**config.mk**
```make
export PLATFORM = sky130hd
export DESIGN_NAME = paged_mmu
export DESIGN_NICKNAME = d
export VERILOG_FILES = /design/src/rtl/mmu_pkg.sv /design/src/rtl/mmu_tlb.sv /design/src/rtl/mmu_datapath.sv /design/src/rtl/mmu_ctrl.sv /design/src/rtl/paged_mmu.sv
export SDC_FILE = /design/constraint.sdc
export NUM_CORES = 1
export LEC_CHECK = 0
export BUFFER_PORTS_ARGS = -buffer_cell sky130_fd_sc_hd__buf_2
export CAP_MARGIN = 30
export CELL_PAD_IN_SITES_DETAIL_PLACEMENT = 1
export CELL_PAD_IN_SITES_GLOBAL_PLACEMENT = 2
export CORE_UTILIZATION = 41
export DETAILED_ROUTE_END_ITERATION = 16
export PLACE_DENSITY_LB_ADDON = 0.08
export SLEW_MARGIN = 10
export SYNTH_ARGS = -nofsm -noshare
export SYNTH_HDL_FRONTEND = slang
export SYNTH_SLANG_ARGS = --single-unit
```
**constraint.sdc**
```tcl
create_clock -name clk -period 3.5 [get_ports clk]
set_input_delay 0 -clock clk [delete_from_list [all_inputs] [get_ports clk]]
set_output_delay 0 -clock clk [all_outputs]
set_load 0.005 [all_outputs]
```
**src/rtl/mmu_pkg.sv**
```systemverilog
package mmu_pkg;
  localparam int VA_W  = 14;
  localparam int PA_W  = 12;
  localparam int OFF_W = 6;
  localparam int VPN_W = VA_W - OFF_W;
  localparam int PPN_W = PA_W - OFF_W;
  localparam int PTE_W = 16;

  localparam int PTE_PRESENT = 15;
  localparam int PTE_KONLY   = 14;
  localparam int PTE_RD      = 13;
  localparam int PTE_WR      = 12;

  typedef enum logic [1:0] {
    FAULT_NONE   = 2'd0,
    FAULT_ABSENT = 2'd1,
    FAULT_PROT   = 2'd2
  } fault_e;

  typedef struct packed {
    logic kOnly;
    logic rd;
    logic wr;
  } perm_t;

  typedef struct packed {
    logic latchReq;
    logic respHit;
    logic respWalk;
  } ctrl_t;

  function automatic fault_e checkPerm(perm_t p, logic isWrite, logic isKernel);
    if (p.kOnly && !isKernel) return FAULT_PROT;
    if (isWrite && !p.wr) return FAULT_PROT;
    if (!isWrite && !p.rd) return FAULT_PROT;
    return FAULT_NONE;
  endfunction
endpackage

```
**src/rtl/mmu_tlb.sv**
```systemverilog
module mmu_tlb
  import mmu_pkg::*;
#(
  parameter int SETS = 4,
  parameter int WAYS = 4
) (
  input  logic             clk,
  input  logic             rst_n,
  input  logic             flush,
  input  logic [VPN_W-1:0] lookVpn,
  output logic             hit,
  output logic [PPN_W-1:0] hitPpn,
  output perm_t            hitPerm,
  input  logic             fillEn,
  input  logic [VPN_W-1:0] fillVpn,
  input  logic [PPN_W-1:0] fillPpn,
  input  perm_t            fillPerm
);
  localparam int SET_W = $clog2(SETS);
  localparam int WAY_W = $clog2(WAYS);
  localparam int TAG_W = VPN_W - SET_W;

  logic [WAYS-1:0]  entValid [SETS];
  logic [TAG_W-1:0] entTag   [SETS][WAYS];
  logic [PPN_W-1:0] entPpn   [SETS][WAYS];
  perm_t            entPerm  [SETS][WAYS];
  logic [WAY_W-1:0] rrPtr    [SETS];

  logic [SET_W-1:0] lookSet, fillSet;
  logic [TAG_W-1:0] lookTag, fillTag;
  logic [WAY_W-1:0] victim;

  assign lookSet = lookVpn[SET_W-1:0];
  assign lookTag = lookVpn[VPN_W-1:SET_W];
  assign fillSet = fillVpn[SET_W-1:0];
  assign fillTag = fillVpn[VPN_W-1:SET_W];

  always_comb begin
    hit     = 1'b0;
    hitPpn  = '0;
    hitPerm = '0;
    for (int w = 0; w < WAYS; w++) begin
      if (entValid[lookSet][w] && entTag[lookSet][w] == lookTag) begin
        hit     = 1'b1;
        hitPpn  = entPpn[lookSet][w];
        hitPerm = entPerm[lookSet][w];
      end
    end
  end

  always_comb begin
    victim = rrPtr[fillSet];
    for (int w = WAYS - 1; w >= 0; w--) begin
      if (!entValid[fillSet][w]) victim = WAY_W'(w);
    end
  end

  always_ff @(posedge clk or negedge rst_n) begin
    if (!rst_n) begin
      for (int s = 0; s < SETS; s++) begin
        entValid[s] <= '0;
        rrPtr[s]    <= '0;
      end
    end else if (flush) begin
      for (int s = 0; s < SETS; s++) entValid[s] <= '0;
    end else if (fillEn) begin
      entValid[fillSet][victim] <= 1'b1;
      rrPtr[fillSet]            <= victim + 1'b1;
    end
  end

  always_ff @(posedge clk) begin
    if (fillEn && !flush) begin
      entTag[fillSet][victim]  <= fillTag;
      entPpn[fillSet][victim]  <= fillPpn;
      entPerm[fillSet][victim] <= fillPerm;
    end
  end
endmodule

```
**src/rtl/mmu_datapath.sv**
```systemverilog
module mmu_datapath
  import mmu_pkg::*;
#(
  parameter int SETS = 4,
  parameter int WAYS = 4
) (
  input  logic             clk,
  input  logic             rst_n,
  input  logic             flush,
  input  ctrl_t            ctrl,
  input  logic [PA_W-1:0]  ptBase,
  input  logic [VA_W-1:0]  reqVaddr,
  input  logic             reqWrite,
  input  logic             reqKernel,
  input  logic [PTE_W-1:0] pteRespData,
  output logic             hit,
  output logic [PA_W-1:0]  pteReqAddr,
  output logic             respValid,
  output logic [PA_W-1:0]  respPaddr,
  output logic [1:0]       respFault,
  output logic [VPN_W-1:0] respVpn
);
  logic [VA_W-1:0]  curVa;
  logic             curWrite, curKernel;
  logic [VPN_W-1:0] curVpn;
  logic [PPN_W-1:0] hitPpn, pickPpn;
  perm_t            hitPerm, ptePerm;
  fault_e           hitFault, walkFault, pickFault;
  logic             fillEn;

  assign curVpn = curVa[VA_W-1:OFF_W];

  always_ff @(posedge clk or negedge rst_n) begin
    if (!rst_n) begin
      curVa     <= '0;
      curWrite  <= 1'b0;
      curKernel <= 1'b0;
    end else if (ctrl.latchReq) begin
      curVa     <= reqVaddr;
      curWrite  <= reqWrite;
      curKernel <= reqKernel;
    end
  end

  assign pteReqAddr = ptBase + PA_W'(curVpn);

  assign ptePerm = '{kOnly: pteRespData[PTE_KONLY], rd: pteRespData[PTE_RD],
                     wr: pteRespData[PTE_WR]};

  always_comb begin
    hitFault  = checkPerm(hitPerm, curWrite, curKernel);
    walkFault = pteRespData[PTE_PRESENT] ? checkPerm(ptePerm, curWrite, curKernel)
                                         : FAULT_ABSENT;
    if (ctrl.respWalk) begin
      pickFault = walkFault;
      pickPpn   = pteRespData[PPN_W-1:0];
    end else begin
      pickFault = hitFault;
      pickPpn   = hitPpn;
    end
  end

  assign fillEn = ctrl.respWalk && (walkFault == FAULT_NONE);

  mmu_tlb #(.SETS(SETS), .WAYS(WAYS)) u_tlb (
    .clk      (clk),
    .rst_n    (rst_n),
    .flush    (flush),
    .lookVpn  (curVpn),
    .hit      (hit),
    .hitPpn   (hitPpn),
    .hitPerm  (hitPerm),
    .fillEn   (fillEn),
    .fillVpn  (curVpn),
    .fillPpn  (pteRespData[PPN_W-1:0]),
    .fillPerm (ptePerm)
  );

  always_ff @(posedge clk or negedge rst_n) begin
    if (!rst_n) begin
      respValid <= 1'b0;
      respPaddr <= '0;
      respFault <= FAULT_NONE;
      respVpn   <= '0;
    end else begin
      respValid <= ctrl.respHit | ctrl.respWalk;
      if (ctrl.respHit | ctrl.respWalk) begin
        respFault <= pickFault;
        respVpn   <= curVpn;
        respPaddr <= (pickFault == FAULT_NONE) ? {pickPpn, curVa[OFF_W-1:0]} : '0;
      end
    end
  end
endmodule

```
**src/rtl/mmu_ctrl.sv**
```systemverilog
module mmu_ctrl
  import mmu_pkg::*;
(
  input  logic  clk,
  input  logic  rst_n,
  input  logic  reqValid,
  input  logic  hit,
  input  logic  pteReqReady,
  input  logic  pteRespValid,
  output logic  reqReady,
  output logic  pteReqValid,
  output ctrl_t ctrl
);
  typedef enum logic [1:0] {ST_IDLE, ST_LOOK, ST_FETCH, ST_WAIT} state_e;
  state_e state, nextState;

  always_comb begin
    nextState     = state;
    ctrl          = '0;
    reqReady      = (state == ST_IDLE);
    pteReqValid   = (state == ST_FETCH);
    unique case (state)
      ST_IDLE: if (reqValid) begin
        ctrl.latchReq = 1'b1;
        nextState     = ST_LOOK;
      end
      ST_LOOK: if (hit) begin
        ctrl.respHit = 1'b1;
        nextState    = ST_IDLE;
      end else begin
        nextState = ST_FETCH;
      end
      ST_FETCH: if (pteReqReady) nextState = ST_WAIT;
      ST_WAIT: if (pteRespValid) begin
        ctrl.respWalk = 1'b1;
        nextState     = ST_IDLE;
      end
      default: nextState = ST_IDLE;
    endcase
  end

  always_ff @(posedge clk or negedge rst_n) begin
    if (!rst_n) state <= ST_IDLE;
    else        state <= nextState;
  end
endmodule

```
**src/rtl/paged_mmu.sv**
```systemverilog
module paged_mmu
  import mmu_pkg::*;
#(
  parameter int SETS = 4,
  parameter int WAYS = 4
) (
  input  logic             clk,
  input  logic             rst_n,
  input  logic             flush,
  input  logic [PA_W-1:0]  ptBase,
  input  logic             reqValid,
  output logic             reqReady,
  input  logic [VA_W-1:0]  reqVaddr,
  input  logic             reqWrite,
  input  logic             reqKernel,
  output logic             respValid,
  output logic [PA_W-1:0]  respPaddr,
  output logic [1:0]       respFault,
  output logic [VPN_W-1:0] respVpn,
  output logic             pteReqValid,
  input  logic             pteReqReady,
  output logic [PA_W-1:0]  pteReqAddr,
  input  logic             pteRespValid,
  input  logic [PTE_W-1:0] pteRespData
);
  ctrl_t ctrl;
  logic  hit;

  mmu_ctrl u_ctrl (
    .clk          (clk),
    .rst_n        (rst_n),
    .reqValid     (reqValid),
    .hit          (hit),
    .pteReqReady  (pteReqReady),
    .pteRespValid (pteRespValid),
    .reqReady     (reqReady),
    .pteReqValid  (pteReqValid),
    .ctrl         (ctrl)
  );

  mmu_datapath #(.SETS(SETS), .WAYS(WAYS)) u_dp (
    .clk         (clk),
    .rst_n       (rst_n),
    .flush       (flush),
    .ctrl        (ctrl),
    .ptBase      (ptBase),
    .reqVaddr    (reqVaddr),
    .reqWrite    (reqWrite),
    .reqKernel   (reqKernel),
    .pteRespData (pteRespData),
    .hit         (hit),
    .pteReqAddr  (pteReqAddr),
    .respValid   (respValid),
    .respPaddr   (respPaddr),
    .respFault   (respFault),
    .respVpn     (respVpn)
  );
endmodule

```
==> summary.txt, run 1 <==
Status
  – Outcome: finished clean

Cells and area
  – Most common cell after layout, fill and taps aside: edfxtp_1
  – Commonest non-fill, non-tap cells in the layout: edfxtp_1 (240), buf_2 (80), buf_4 (78)
  – Antenna diode count: 0
  – Final core utilization: 51.9%
  – Area added between synthesis and finish: 23.0%
  – Area of all placed cells without fillers: 0.0155 mm2
  – Final net count: between 900 and 1000
  – Share of cells above drive strength 1: between 30% and 40%

Timing
  – RSZ-0062 raised after global routing: no
  – Worst setup margin: 0.125 ns
  – Max Slew Vio Count: 0
  – Least-Margin Pin Slew: ~0.75 ns
  – Headroom to the max-slew limit: 50.0%
  – Final setup violating endpoints: 0
  – Final worst path period share: 96.4%
  – Shortest period the worst path allows: 3.37 ns
  – Setup clock skew after layout: around 0.023 ns
  – Final hold violations: 0
  – Max Clk Rate: 296 MHz

Power and ir drop
  – Areal power density over the cells: 740 mW/mm2
  – Static power due to leakage: 5.92 nW
  – IR drop worst, VDD: 0.451 mV
  – Proportion of total power due to net switching: 29.4%
  – Power, Total: 11.5 mW
  – Sequential power share: 40.8%
  – Part of the power in the clock network: 31.5%
  – Net Switching: 3.38 mW
  – Int Pwr: 8.11 mW
  – Combinational Power Share: 27.7%

Floorplanning
  – Vertical die dimension: 177 um
  – Initial Util: 42.2%
  – Number of cell rows: 63
  – Die area: 0.0315 mm2
  – Total core area: 0.0300 mm2
  – # IOs: 87
  – Die extent in x: 177 um

Synth
  – Number of flops mapped to enable cells by yosys: 240
  – Share of the synthesized area in the top cell type: a little under three fifths
  – Share of flip-flops with an asynchronous set or reset after synthesis: between 20% and 30%
  – Total standard cell area after synthesis: 0.0126 mm2
  – Mapped Cells: 716
  – Number of register bits inferred by synthesis: about 300
  – Nets in the synthesized netlist: 779
  – Netlist cell types: 53
  – Post-synth top area cell: edfxtp_1
  – Cell types with the largest area share after synthesis: edfxtp_1 (57%), dfrtp_1 (13%), mux4_2 (10%)
  – Total number of yosys warnings: 0
  – Mean instance size in the synthesized netlist: approximately 18 um2
  – Dominant register cell in the synthesized netlist: edfxtp_1
  – Part of the Yosys area used for sequential elements: between 60% and 70%

Worst setup path
  – Reg2Reg Capture Point: u_dp.respFault[1]
  – Count of cells along the worst register-to-register path: 11
  – Start-to-end type of the worst setup path: reg -> reg
  – Setup crit start: u_dp.curVa[6]
  – Critical Path Start Type: flip-flop
  – Sort of element at the end of the critical path: flip-flop
  – CP max FO: 10
  – Cell seen most often among critical-path stages: buf_4
  – Data arrival time at the worst-slack endpoint: 3.76 ns
  – Worst reg-to-reg setup slack: roughly 0.13 ns
  – Critical path cell sequence: buf_4, buf_4, mux4_2, xor2_1, nor3_1, buf_4, and2_1, a21o_1, a211oi_1, or3_4, mux2_1
  – Slowest stage delay, CP: approximately 0.54 ns
  – Data required time of the critical path: about 3.9 ns
  – Cell with the largest stage delay on the worst path: dfrtp_4
  – Last element of the critical path: u_dp.respFault[1]
  – Crit Reg-Reg Startpoint: u_dp.curVa[6]

Placement
  – Post-placement cell area: 0.0140 mm2
  – Worst slack at placement: -0.0285 ns
  – Number of buffers added on ports: 80
  – Routability cong.: 0.824
  – Detailed-placement wirelength estimate: 21300 um

Drt
  – Average routed wire per standard cell: about 25 um
  – Total DRC errors in the routed layout: 0
  – Final routed wirelength across all metal layers: 33000 um
  – Initial DRT Pass Iterations: 4
  – Via density per instance: ~5.5
  – Post-route ant nets: 0
  – Detailed Route Iter0 Violations: 460
  – Total via count after detailed routing: 7273

Global route
  – Global-route wire length before repair: 48900 um
  – Total GRT Usage: 21.4%
  – Overall overflow remaining after global route: 0
  – Number of antenna violations at the first check in global routing: 0
  – Pin count of the biggest net entering global routing: 33
  – Vias in the first global route: 7848

Min path
  – Class of the worst hold path: in -> async

CTS
  – Buffer levels on the longest clock path: 3
  – Clock tree root driver cell: clkbuf_16
  – Clock tree from TritonCTS: built
  – H-tree levels: 2
  – Clock latency at the later pin of the worst-skew pair: 0.51 ns
  – Clk sinks: 305
  – CTS Buf Count: 36
  – Post-CTS clock slew at the launch and capture registers of the worst setup and hold paths: 0.06 ns

Flow run
  – Max capacitance violation total: 0
-- area by class of cell --
type                       instances  area (um2)
multi-input combinational        358        3570
fill                            2850       14400
clock inverter                    13         145
clock buffer                      51         998
timing repair buffer             195        1410
sequential                       305        8840
tap                              390         488
inverter                          20        75.1
-- registers in the layout, summed over array words and instances (netlist names), named ones only --
signal and flops:
u_dp.respValid 1, u_dp.curKernel 1, u_dp.respPaddr 12, u_ctrl.state 1, u_dp.u_tlb.entTag 96, u_dp.u_tlb.entValid 16
u_dp.u_tlb.entPpn 96, u_dp.u_tlb.rrPtr 8, u_dp.respFault 2, u_dp.u_tlb.entPerm 48, u_dp.curWrite 1, u_dp.respVpn 8
u_dp.curVa 14
-- timing repair --
item / in CTS / in global routing
hold buffers: 31 / 0
endpoints found under the setup margin: 11 / 17
setup buffers: 0 / 11
endpoints found under the hold margin: 202 / 0
resized for setup: 3 / 4
-- per-stage QoR --
step	cells	setup TNS (ns)	hold WS [ns]
after floorplan	716	0	-0.296
after global placement	1225	0	0.214
after detailed placement	1226	-0.197	-0.109
after CTS	1321	0	0.00295
after global routing	1332	0	0.0400
final	1332	0	0.0122
-- cells in the mapped netlist (9+ instances only) --
| library cell | number |
|---|---|
| dfrtp_1 | 65 |
| a21oi_1 | 11 |
| edfxtp_1 | 240 |
| clkbuf_1 | 12 |
| mux4_2 | 58 |
| xor2_1 | 21 |
| mux2i_1 | 20 |
| and2_1 | 21 |
| a21o_1 | 20 |
| mux2_1 | 9 |
| mux2_2 | 20 |
| nor2_1 | 25 |
| xnor2_1 | 19 |
| ha_1 | 12 |
| nand2_1 | 29 |
| inv_1 | 17 |
| o21ai_0 | 14 |
| nand3_1 | 12 |
| a22o_1 | 10 |
-- cell families (layout without fill, tap and decap cells) --
kind of cell | Yosys count | count (layout) | share of synthesized area [%]
simple gates | 113 | 113 | 4.51
fa+ha+maj | 13 | 13 | 1.35
buf+inv | 53 | 279 | 1.99
xor+xnor | 40 | 40 | 2.77
flops | 305 | 305 | 70.0
mux | 107 | 107 | 14.5
compound gates | 85 | 85 | 4.90
-- power groups by stage --
| stage | logic, mW | clock network, mW | registers (mW) |
|---|---|---|---|
| 2_1_floorplan | 2.08 | 0 | 4.54 |
| 3_3_place_gp | 2.91 | 0 | 4.79 |
| 3_5_place_dp | 2.98 | 0 | 4.81 |
| 4_1_cts | 3.05 | 3.70 | 4.75 |
| 5_1_grt | 3.45 | 3.85 | 4.74 |
| 6_report | 3.18 | 3.62 | 4.69 |
-- how the worst min path moves through the flow --
| stage | slack, ns | to | depth (start not counted) | from |
|---|---|---|---|---|
| 2_1_floorplan | -0.30 | async pin | 0 | rst_n |
| 3_3_place_gp | 0.21 | u_dp.curKernel | 3 | reqKernel |
| 3_5_place_dp | -0.11 | u_dp.respVpn[4] | 1 | rst_n |
| 4_1_cts | 0.003 | u_dp.respVpn[7] | 3 | rst_n |
| 5_1_grt | 0.04 | u_dp.curVa[7] | 3 | rst_n |
| 6_report | 0.01 | u_dp.curVa[7] | 3 | rst_n |
-- routing by layer --
layer  up-vias  routed length (um)  GRT usage [%]
met4         0                 605           5.38
met5         -                   0              0
met3        41                1250           3.04
met1      3864               15300           30.4
met2       172               15800           34.5
li1       3196                   -              -
-- worst max-delay path, delay by kind of cell, from the launching register on --
kind	cells	cell delay, ns
flops	1	0.54
buf+inv	3	0.55
simple gates	3	0.93
mux	2	0.79
xor+xnor	1	0.17
compound gates	2	0.29
No activity file was read; power rests on OpenSTA's default activity.
==> inputs of run 2 (changes only) <==
Settings changed: CORE_MARGIN set to 2.
==> run 2 against run 1 <==
Effect of this change:
- setup slack gained 0.038 ns
- power fell by 1.7%
- clock power fell by 5%
- largest cell class unchanged
==> summary.txt, run 2 (synthesis gave the netlist of run 1 again) <==
Worst setup path
  – Data arrival time at the worst-slack endpoint: 3.72 ns (was 3.76 ns)
  – Data required time of the critical path: 3.89 ns (was 3.88 ns)
  – Start-to-end type of the worst setup path: reg -> reg (unchanged)
  – Sort of element at the end of the critical path: flip-flop (unchanged)
  – Critical Path Start Type: flip-flop (unchanged)
  – CP max FO: 11 (was 10)

Cells and area
  – Antenna diode count: 0 (unchanged)
  – Number of fill cells in the layout: 2866 (was 2850)
  – Share of cells above drive strength 1: 31.6% (was 32.4%)
  – Commonest non-fill, non-tap cells in the layout: edfxtp_1 (240), buf_2 (79), buf_4 (66) (was edfxtp_1 (240), buf_2 (80), buf_4 (78))
  – Final core utilization: 51.1% (was 51.9%)
  – Final net count: 974 (was 979)
  – Area added between synthesis and finish: 23.1% (was 23.0%)
  – Area of all placed cells without fillers: 0.0155 mm2 (about the same)
  – Registers with the highest flip-flop counts: u_dp.u_tlb.entPpn (96), u_dp.u_tlb.entTag (96), u_dp.u_tlb.entPerm (48) (unchanged)
  – Most common cell after layout, fill and taps aside: edfxtp_1 (unchanged)

Global route
  – Vias in the first global route: 7862 (was 7848)
  – Global-route wire length before repair: 49700 um (was 48900 um)
  – Total GRT Usage: 20.5% (was 21.4%)
  – Number of antenna violations at the first check in global routing: 0 (unchanged)
  – Overall overflow remaining after global route: 0 (unchanged)
  – Pin count of the biggest net entering global routing: 66 (was 33)

Placement
  – Detailed-placement wirelength estimate: 21900 um (was 21300 um)
  – Number of buffers added on ports: 80 (unchanged)
  – Routability cong.: 0.795 (was 0.824)
  – Post-placement cell area: 0.0140 mm2 (about the same)
  – Worst slack at placement: -0.161 ns (was -0.0285 ns)

CTS
  – Post-CTS clock slew at the launch and capture registers of the worst setup and hold paths: 0.06 ns (about the same)
  – Clock tree root driver cell: clkbuf_16 (unchanged)
  – H-tree levels: 2 (unchanged)
  – CTS Buf Count: 35 (was 36)
  – Buffer levels on the longest clock path: 3 (unchanged)
  – Clock latency at the later pin of the worst-skew pair: 0.51 ns (about the same)
  – Clk sinks: 305 (unchanged)
  – Clock tree from TritonCTS: built (unchanged)

Drt
  – Total via count after detailed routing: 7289 (was 7273)
  – Detailed Route Iter0 Violations: 473 (was 460)
  – Initial DRT Pass Iterations: 5 (was 4)
  – Total DRC errors in the routed layout: 0 (unchanged)
  – Average routed wire per standard cell: 25.0 um (was 24.7 um)
  – Via density per instance: 5.47 (was 5.46)
  – Final routed wirelength across all metal layers: 33400 um (was 33000 um)
  – Post-route ant nets: 0 (unchanged)

Timing
  – Tightest hold margin: 0.134 ns (was 0.0122 ns)
  – Worst setup margin: 0.163 ns (was 0.125 ns)
  – Final setup violating endpoints: 0 (unchanged)
  – Final worst path period share: 95.3% (was 96.4%)
  – Least-Margin Pin Slew: 0.744 ns (was 0.750 ns)
  – Max Slew Vio Count: 0 (unchanged)
  – Shortest period the worst path allows: 3.34 ns (was 3.37 ns)
  – Setup TNS: 0 ns (unchanged)
  – Final hold violations: 0 (unchanged)
  – Headroom to the max-slew limit: 50.4% (was 50.0%)
  – Setup clock skew after layout: 0.0149 ns (was 0.0229 ns)
  – RSZ-0062 raised after global routing: no (unchanged)
  – Max Clk Rate: 300 MHz (was 296 MHz)

Floorplanning
  – Vertical die dimension: 179 um (was 177 um)
  – Die extent in x: 179 um (was 177 um)
  – Initial Util: 41.5% (was 42.2%)
  – # IOs: 87 (unchanged)
  – Die area: 0.0322 mm2 (was 0.0315 mm2)
  – Number of cell rows: 64 (was 63)
  – Total core area: 0.0304 mm2 (was 0.0300 mm2)

Flow run
  – Max capacitance violation total: 0 (unchanged)

Power and ir drop
  – Areal power density over the cells: 727 mW/mm2 (was 740 mW/mm2)
  – IR drop worst, VDD: 0.353 mV (was 0.451 mV)
  – Static power due to leakage: 5.87 nW (was 5.92 nW)

Status
  – Outcome: finished clean (unchanged)

Min path
  – Class of the worst hold path: in -> reg (was in -> async)
run 2: layer usage:
| layer | track usage (%) | up-vias | share of wire [%] |
|---|---|---|---|
| met4 | 5.72 | 0 | 2.2 |
| met2 | 33.5 | 170 | 49 |
| met1 | 28.8 | 3894 | 45 |
| li1 | - | 3179 | - |
| met5 | 0 | - | 0 |
| met3 | 3.04 | 46 | 3.9 |
run 2: final timing paths:
| kind | from | end | slack (ns) | cells past startpoint |
|---|---|---|---|---|
| max in group asynchronous | rst_n | u_dp.curVa[6] | 2.41 | 4 |
| min in group asynchronous | rst_n | u_dp.curVa[5] | 0.50 | 3 |
| worst min-delay path | pteRespValid | flip-flop | 0.13 | 4 |
| worst min register to register | u_dp.u_tlb.entValid[2] | u_dp.u_tlb.entValid[2] | 0.48 | 1 |
| worst max-delay path | u_dp.curVa[6] | u_dp.respPaddr[4] | 0.16 | 11 |
| worst max register to register | u_dp.curVa[6] | u_dp.respPaddr[4] | 0.16 | 11 |
run 2: timing repair:
item	in CTS	in global routing
cloned	0	0
setup buffers	9	2
hold endpoints to repair	227	25
gates resized for setup	1	5
setup endpoints to repair	13	17
hold buffers	30	1
pin swaps	1	1
run 2: power breakdown:
part	internal (mW)	total [mW]	switching [mW]
clock network	2.01	3.43	1.41
logic	1.60	3.22	1.62
registers	4.30	4.66	0.359
run 2: worst max-delay path, stage by stage, from the launching register on:
cell      delay (ns)
dfrtp_4         0.49
buf_4           0.20
mux4_2          0.52
xnor2_1         0.23
nand4_1         0.23
a211oi_2        0.46
nor2_1          0.14
a21oi_2         0.23
nor2_4          0.08
buf_4           0.22
buf_4           0.18
a22o_1          0.23
run 2: layout make-up:
type	instances	area, um2	area share [%]
repair buffers	191	1510	9.70
clock inverters	16	134	0.861
well taps	396	495	3.19
clock buffers	46	927	5.96
inverters	20	75.1	0.483
multi-input cells	358	3570	22.9
flip-flops and latches	305	8840	56.9
run 2: through the flow:
stage | total power [mW] | instances
5_1_grt | 11.8 | 1332
4_1_cts | 11.4 | 1328
2_1_floorplan | 6.63 | 716
3_5_place_dp | 7.82 | 1227
3_3_place_gp | 7.73 | 1227
6_report | 11.3 | 1332
==> inputs of run 3 (changes only) <==
Settings changed: CAP_MARGIN 30 to not set, SYNTH_HIERARCHICAL set to 1.
==> run 3 against run 2 <==
Effect of this change:
- first-iteration DRC count is 41% lower
- clock power is 4% higher
- largest cell class unchanged
- sequential share of layout area is 0.20 points higher
- critical endpoint is now u_dp/respPaddr[7]
- design area is 0.34% lower
- via count is 1.6% lower
- critical path type unchanged
- combinational power is 7.1% higher
- clock skew is 0.0074 ns higher
- power is 3.3% higher
- flip-flop and latch count stayed put
- register-to-register slack better by 0.02 ns
- utilization is 0.57 points lower
==> summary.txt, run 3 <==
Status
  – Outcome: finished clean (unchanged)

Placement
  – Number of buffers added on ports: 80 (unchanged)
  – Post-placement cell area: 0.0140 mm2 (about the same)
  – Worst slack at placement: 0.0482 ns (was -0.161 ns)
  – Detailed-placement wirelength estimate: 20500 um (was 21900 um)
  – Routability cong.: 0.782 (was 0.795)

Cells and area
  – Area of all placed cells without fillers: 0.0155 mm2 (about the same)
  – Final net count: 961 (was 974)
  – Antenna diode count: 0 (unchanged)
  – Most common cell after layout, fill and taps aside: edfxtp_1 (unchanged)
  – Area added between synthesis and finish: 21.2% (was 23.1%)
  – Registers with the highest flip-flop counts: u_dp/u_tlb/entPpn (96), u_dp/u_tlb/entTag (96), u_dp/u_tlb/entPerm (48) (was u_dp.u_tlb.entPpn (96), u_dp.u_tlb.entTag (96), u_dp.u_tlb.entPerm (48))
  – Share of cells above drive strength 1: 33.2% (was 31.6%)
  – Commonest non-fill, non-tap cells in the layout: edfxtp_1 (240), buf_2 (80), dfrtp_1 (63) (was edfxtp_1 (240), buf_2 (79), buf_4 (66))

CTS
  – Post-CTS clock slew at the launch and capture registers of the worst setup and hold paths: 0.06 ns (about the same)
  – Clk sinks: 305 (unchanged)
  – Clock tree from TritonCTS: built (unchanged)
  – Clock tree root driver cell: clkbuf_16 (unchanged)
  – H-tree levels: 2 (unchanged)
  – Buffer levels on the longest clock path: 3 (unchanged)
  – CTS Buf Count: 34 (was 35)
  – Clock latency at the later pin of the worst-skew pair: 0.51 ns (about the same)

Drt
  – Met1 routed wirelength after detailed routing: 13400 um (was 15100 um)
  – Post-route ant nets: 0 (unchanged)
  – Final routed wirelength across all metal layers: 31300 um (was 33400 um)
  – Detailed Route Iter0 Violations: 277 (was 473)
  – Via density per instance: 5.42 (was 5.47)
  – Total via count after detailed routing: 7170 (was 7289)
  – Total DRC errors in the routed layout: 0 (unchanged)
  – Wire length on met2: 16000 um (was 16200 um)
  – Top sig layer: met4 (unchanged)
  – Met3 wire length: 1140 um (was 1290 um)
  – Initial DRT Pass Iterations: 4 (was 5)
  – Average routed wire per standard cell: 23.7 um (was 25.0 um)

Worst setup path
  – Sort of element at the end of the critical path: flip-flop (unchanged)
  – Reg2Reg Capture Point: u_dp/respPaddr[7] (was u_dp.respPaddr[4])
  – Data arrival time at the worst-slack endpoint: 3.69 ns (was 3.72 ns)
  – Setup crit start: u_dp/curVa[6] (was u_dp.curVa[6])
  – Worst reg-to-reg setup slack: 0.18 ns (was 0.16 ns)
  – Count of cells along the worst register-to-register path: 12 (was 11)
  – Critical Path Start Type: flip-flop (unchanged)
  – Last element of the critical path: u_dp/respPaddr[7] (was u_dp.respPaddr[4])
  – Start-to-end type of the worst setup path: reg -> reg (unchanged)
  – CP max FO: 8 (was 11)
  – Data required time of the critical path: 3.87 ns (was 3.89 ns)
  – Crit Reg-Reg Startpoint: u_dp/curVa[6] (was u_dp.curVa[6])

Global route
  – Number of antenna violations at the first check in global routing: 1 (was 0)
  – Vias in the first global route: 8059 (was 7862)
  – Total GRT Usage: 19.6% (was 20.5%)
  – Global-route wire length before repair: 48400 um (was 49700 um)
  – Overall overflow remaining after global route: 0 (unchanged)
  – Pin count of the biggest net entering global routing: 28 (was 66)

Timing
  – Final worst path period share: 94.9% (was 95.3%)
  – Setup TNS: 0 ns (unchanged)
  – Final setup violating endpoints: 0 (unchanged)
  – Final hold violations: 0 (unchanged)
  – Max Clk Rate: 301 MHz (was 300 MHz)
  – Worst setup margin: 0.179 ns (was 0.163 ns)
  – Headroom to the max-slew limit: 33.4% (was 50.4%)
  – RSZ-0062 raised after global routing: no (unchanged)
  – Setup clock skew after layout: 0.0223 ns (was 0.0149 ns)
  – Least-Margin Pin Slew: 0.999 ns (was 0.744 ns)
  – Shortest period the worst path allows: 3.32 ns (was 3.34 ns)
  – Max Slew Vio Count: 0 (unchanged)

Synth
  – Netlist cell types: 57 (was 53)
  – Share of flip-flops with an asynchronous set or reset after synthesis: 21.3% (unchanged)
  – Mean instance size in the synthesized netlist: 17.7 um2 (was 17.6 um2)
  – Post-synth top area cell: edfxtp_1 (unchanged)
  – Total number of yosys warnings: 6 (was 0)
  – Share of the synthesized area in the top cell type: 56.4% (was 57.1%)
  – Dominant register cell in the synthesized netlist: edfxtp_1 (unchanged)
  – Total standard cell area after synthesis: 0.0128 mm2 (was 0.0126 mm2)
  – Cell types with the largest area share after synthesis: edfxtp_1 (56%), dfrtp_1 (13%), mux4_2 (9.7%) (was edfxtp_1 (57%), dfrtp_1 (13%), mux4_2 (10%))
  – Nets in the synthesized netlist: 783 (was 779)
  – Part of the Yosys area used for sequential elements: 69.1% (was 70.0%)
  – Mapped Cells: 722 (was 716)
  – Synth cell count leaders: edfxtp_1 (240), dfrtp_1 (65), mux4_2 (55) (was edfxtp_1 (240), dfrtp_1 (65), mux4_2 (58))
  – Most repeated cell in the gate-level netlist after synthesis: edfxtp_1 (unchanged)
  – Number of flops mapped to enable cells by yosys: 240 (unchanged)
  – Number of register bits inferred by synthesis: 305 (unchanged)

Floorplanning
  – Vertical die dimension: 181 um (was 179 um)
  – Initial Util: 41.7% (was 41.5%)
  – Total core area: 0.0307 mm2 (was 0.0304 mm2)
  – Die area: 0.0326 mm2 (was 0.0322 mm2)
  – # IOs: 87 (unchanged)
  – Die extent in x: 181 um (was 179 um)
  – Number of cell rows: 64 (unchanged)

Power and ir drop
  – Areal power density over the cells: 754 mW/mm2 (was 727 mW/mm2)
  – IR drop worst, VDD: 0.341 mV (was 0.353 mV)
  – Static power due to leakage: 5.90 nW (was 5.87 nW)

Min path
  – Class of the worst hold path: in -> reg (unchanged)
  – Hold Crit Depth: 3 (was 4)

Flow run
  – Max capacitance violation total: 0 (unchanged)
==> run 3: cell types whose count changed in the layout (fill, tap and decap cells not counted), sizes merged, moves of 5 or more <==
cell and delta:
buf -12, inv +10, nand2 -10, a31o +9, nor2 -9, nor4 +8
and2 -7, clkinv -7, a222oi +6, a31oi +5, nor3 -5
==> run 3: what timing repair did <==
item,4_1_cts,5_1_grt
endpoints found under the hold margin,173,0
setup buffers,0,3
resized for setup,0,7
hold buffers,29,0
setup endpoints to repair,0,79
==> run 3: final cells by class <==
type	count	area (um2)
clock buffer	50	1020
fill	2906	15200
inverter	28	105
tap	396	495
timing repair buffer	177	1250
multi-input combinational	354	3660
sequential	305	8840
clock inverter	12	120
==> run 3: report_power, final <==
| part | internal, mW | switching [mW] |
|---|---|---|
| clock network | 2.17 | 1.40 |
| registers | 4.36 | 0.303 |
| logic | 1.68 | 1.77 |
==> run 3: critical path: stages, from the launching register on <==
cell,delay (ns)
dfrtp_4,0.50
mux4_2,0.56
xnor2_2,0.18
nand4_2,0.17
or3_4,0.45
a31o_2,0.28
a31oi_1,0.20
nand2b_1,0.09
o2111ai_1,0.11
nor2_1,0.10
buf_4,0.17
a222oi_1,0.27
inv_1,0.10
==> run 3: per-layer routing <==
| metal | vias to the layer above | track usage [%] |
|---|---|---|
| li1 | 3210 | - |
| met1 | 3767 | 25.6 |
| met2 | 148 | 33.6 |
| met3 | 45 | 2.87 |
| met4 | 0 | 6.39 |
| met5 | - | 0 |
==> run 3: worst min-delay path by stage <==
| stage | from | to | slack, ns |
|---|---|---|---|
| 2_1_floorplan | rst_n | async pin | -0.30 |
| 3_3_place_gp | rst_n | u_dp/respPaddr[9] | 0.04 |
| 3_5_place_dp | rst_n | u_dp/respPaddr[8] | 0.07 |
| 4_1_cts | reqValid | u_ctrl/state[0] | 0.002 |
| 5_1_grt | reqValid | u_ctrl/state[0] | 0.02 |
| 6_report | reqValid | u_dp/curKernel | 0.02 |
==> run 3: metrics by stage <==
step	util, %	hold slack (ns)	power [mW]	cells
2_1_floorplan	-	-0.296	6.89	722
3_3_place_gp	45.7	0.0392	8.05	1228
3_5_place_dp	45.7	0.0665	8.13	1228
4_1_cts	50.3	0.00218	11.8	1319
5_1_grt	50.5	0.0232	12.3	1322
6_report	50.5	0.0214	11.7	1322
==> run 3: cells by family after synthesis <==
| logic type | count (synthesis) | share of synthesized area, % |
|---|---|---|
| compound gates | 98 | 5.77 |
| simple gates | 98 | 4.22 |
| flops | 305 | 69.1 |
| fa+ha+maj | 11 | 1.14 |
| buf+inv | 63 | 2.55 |
| mux | 105 | 14.2 |
| xor+xnor | 42 | 2.99 |
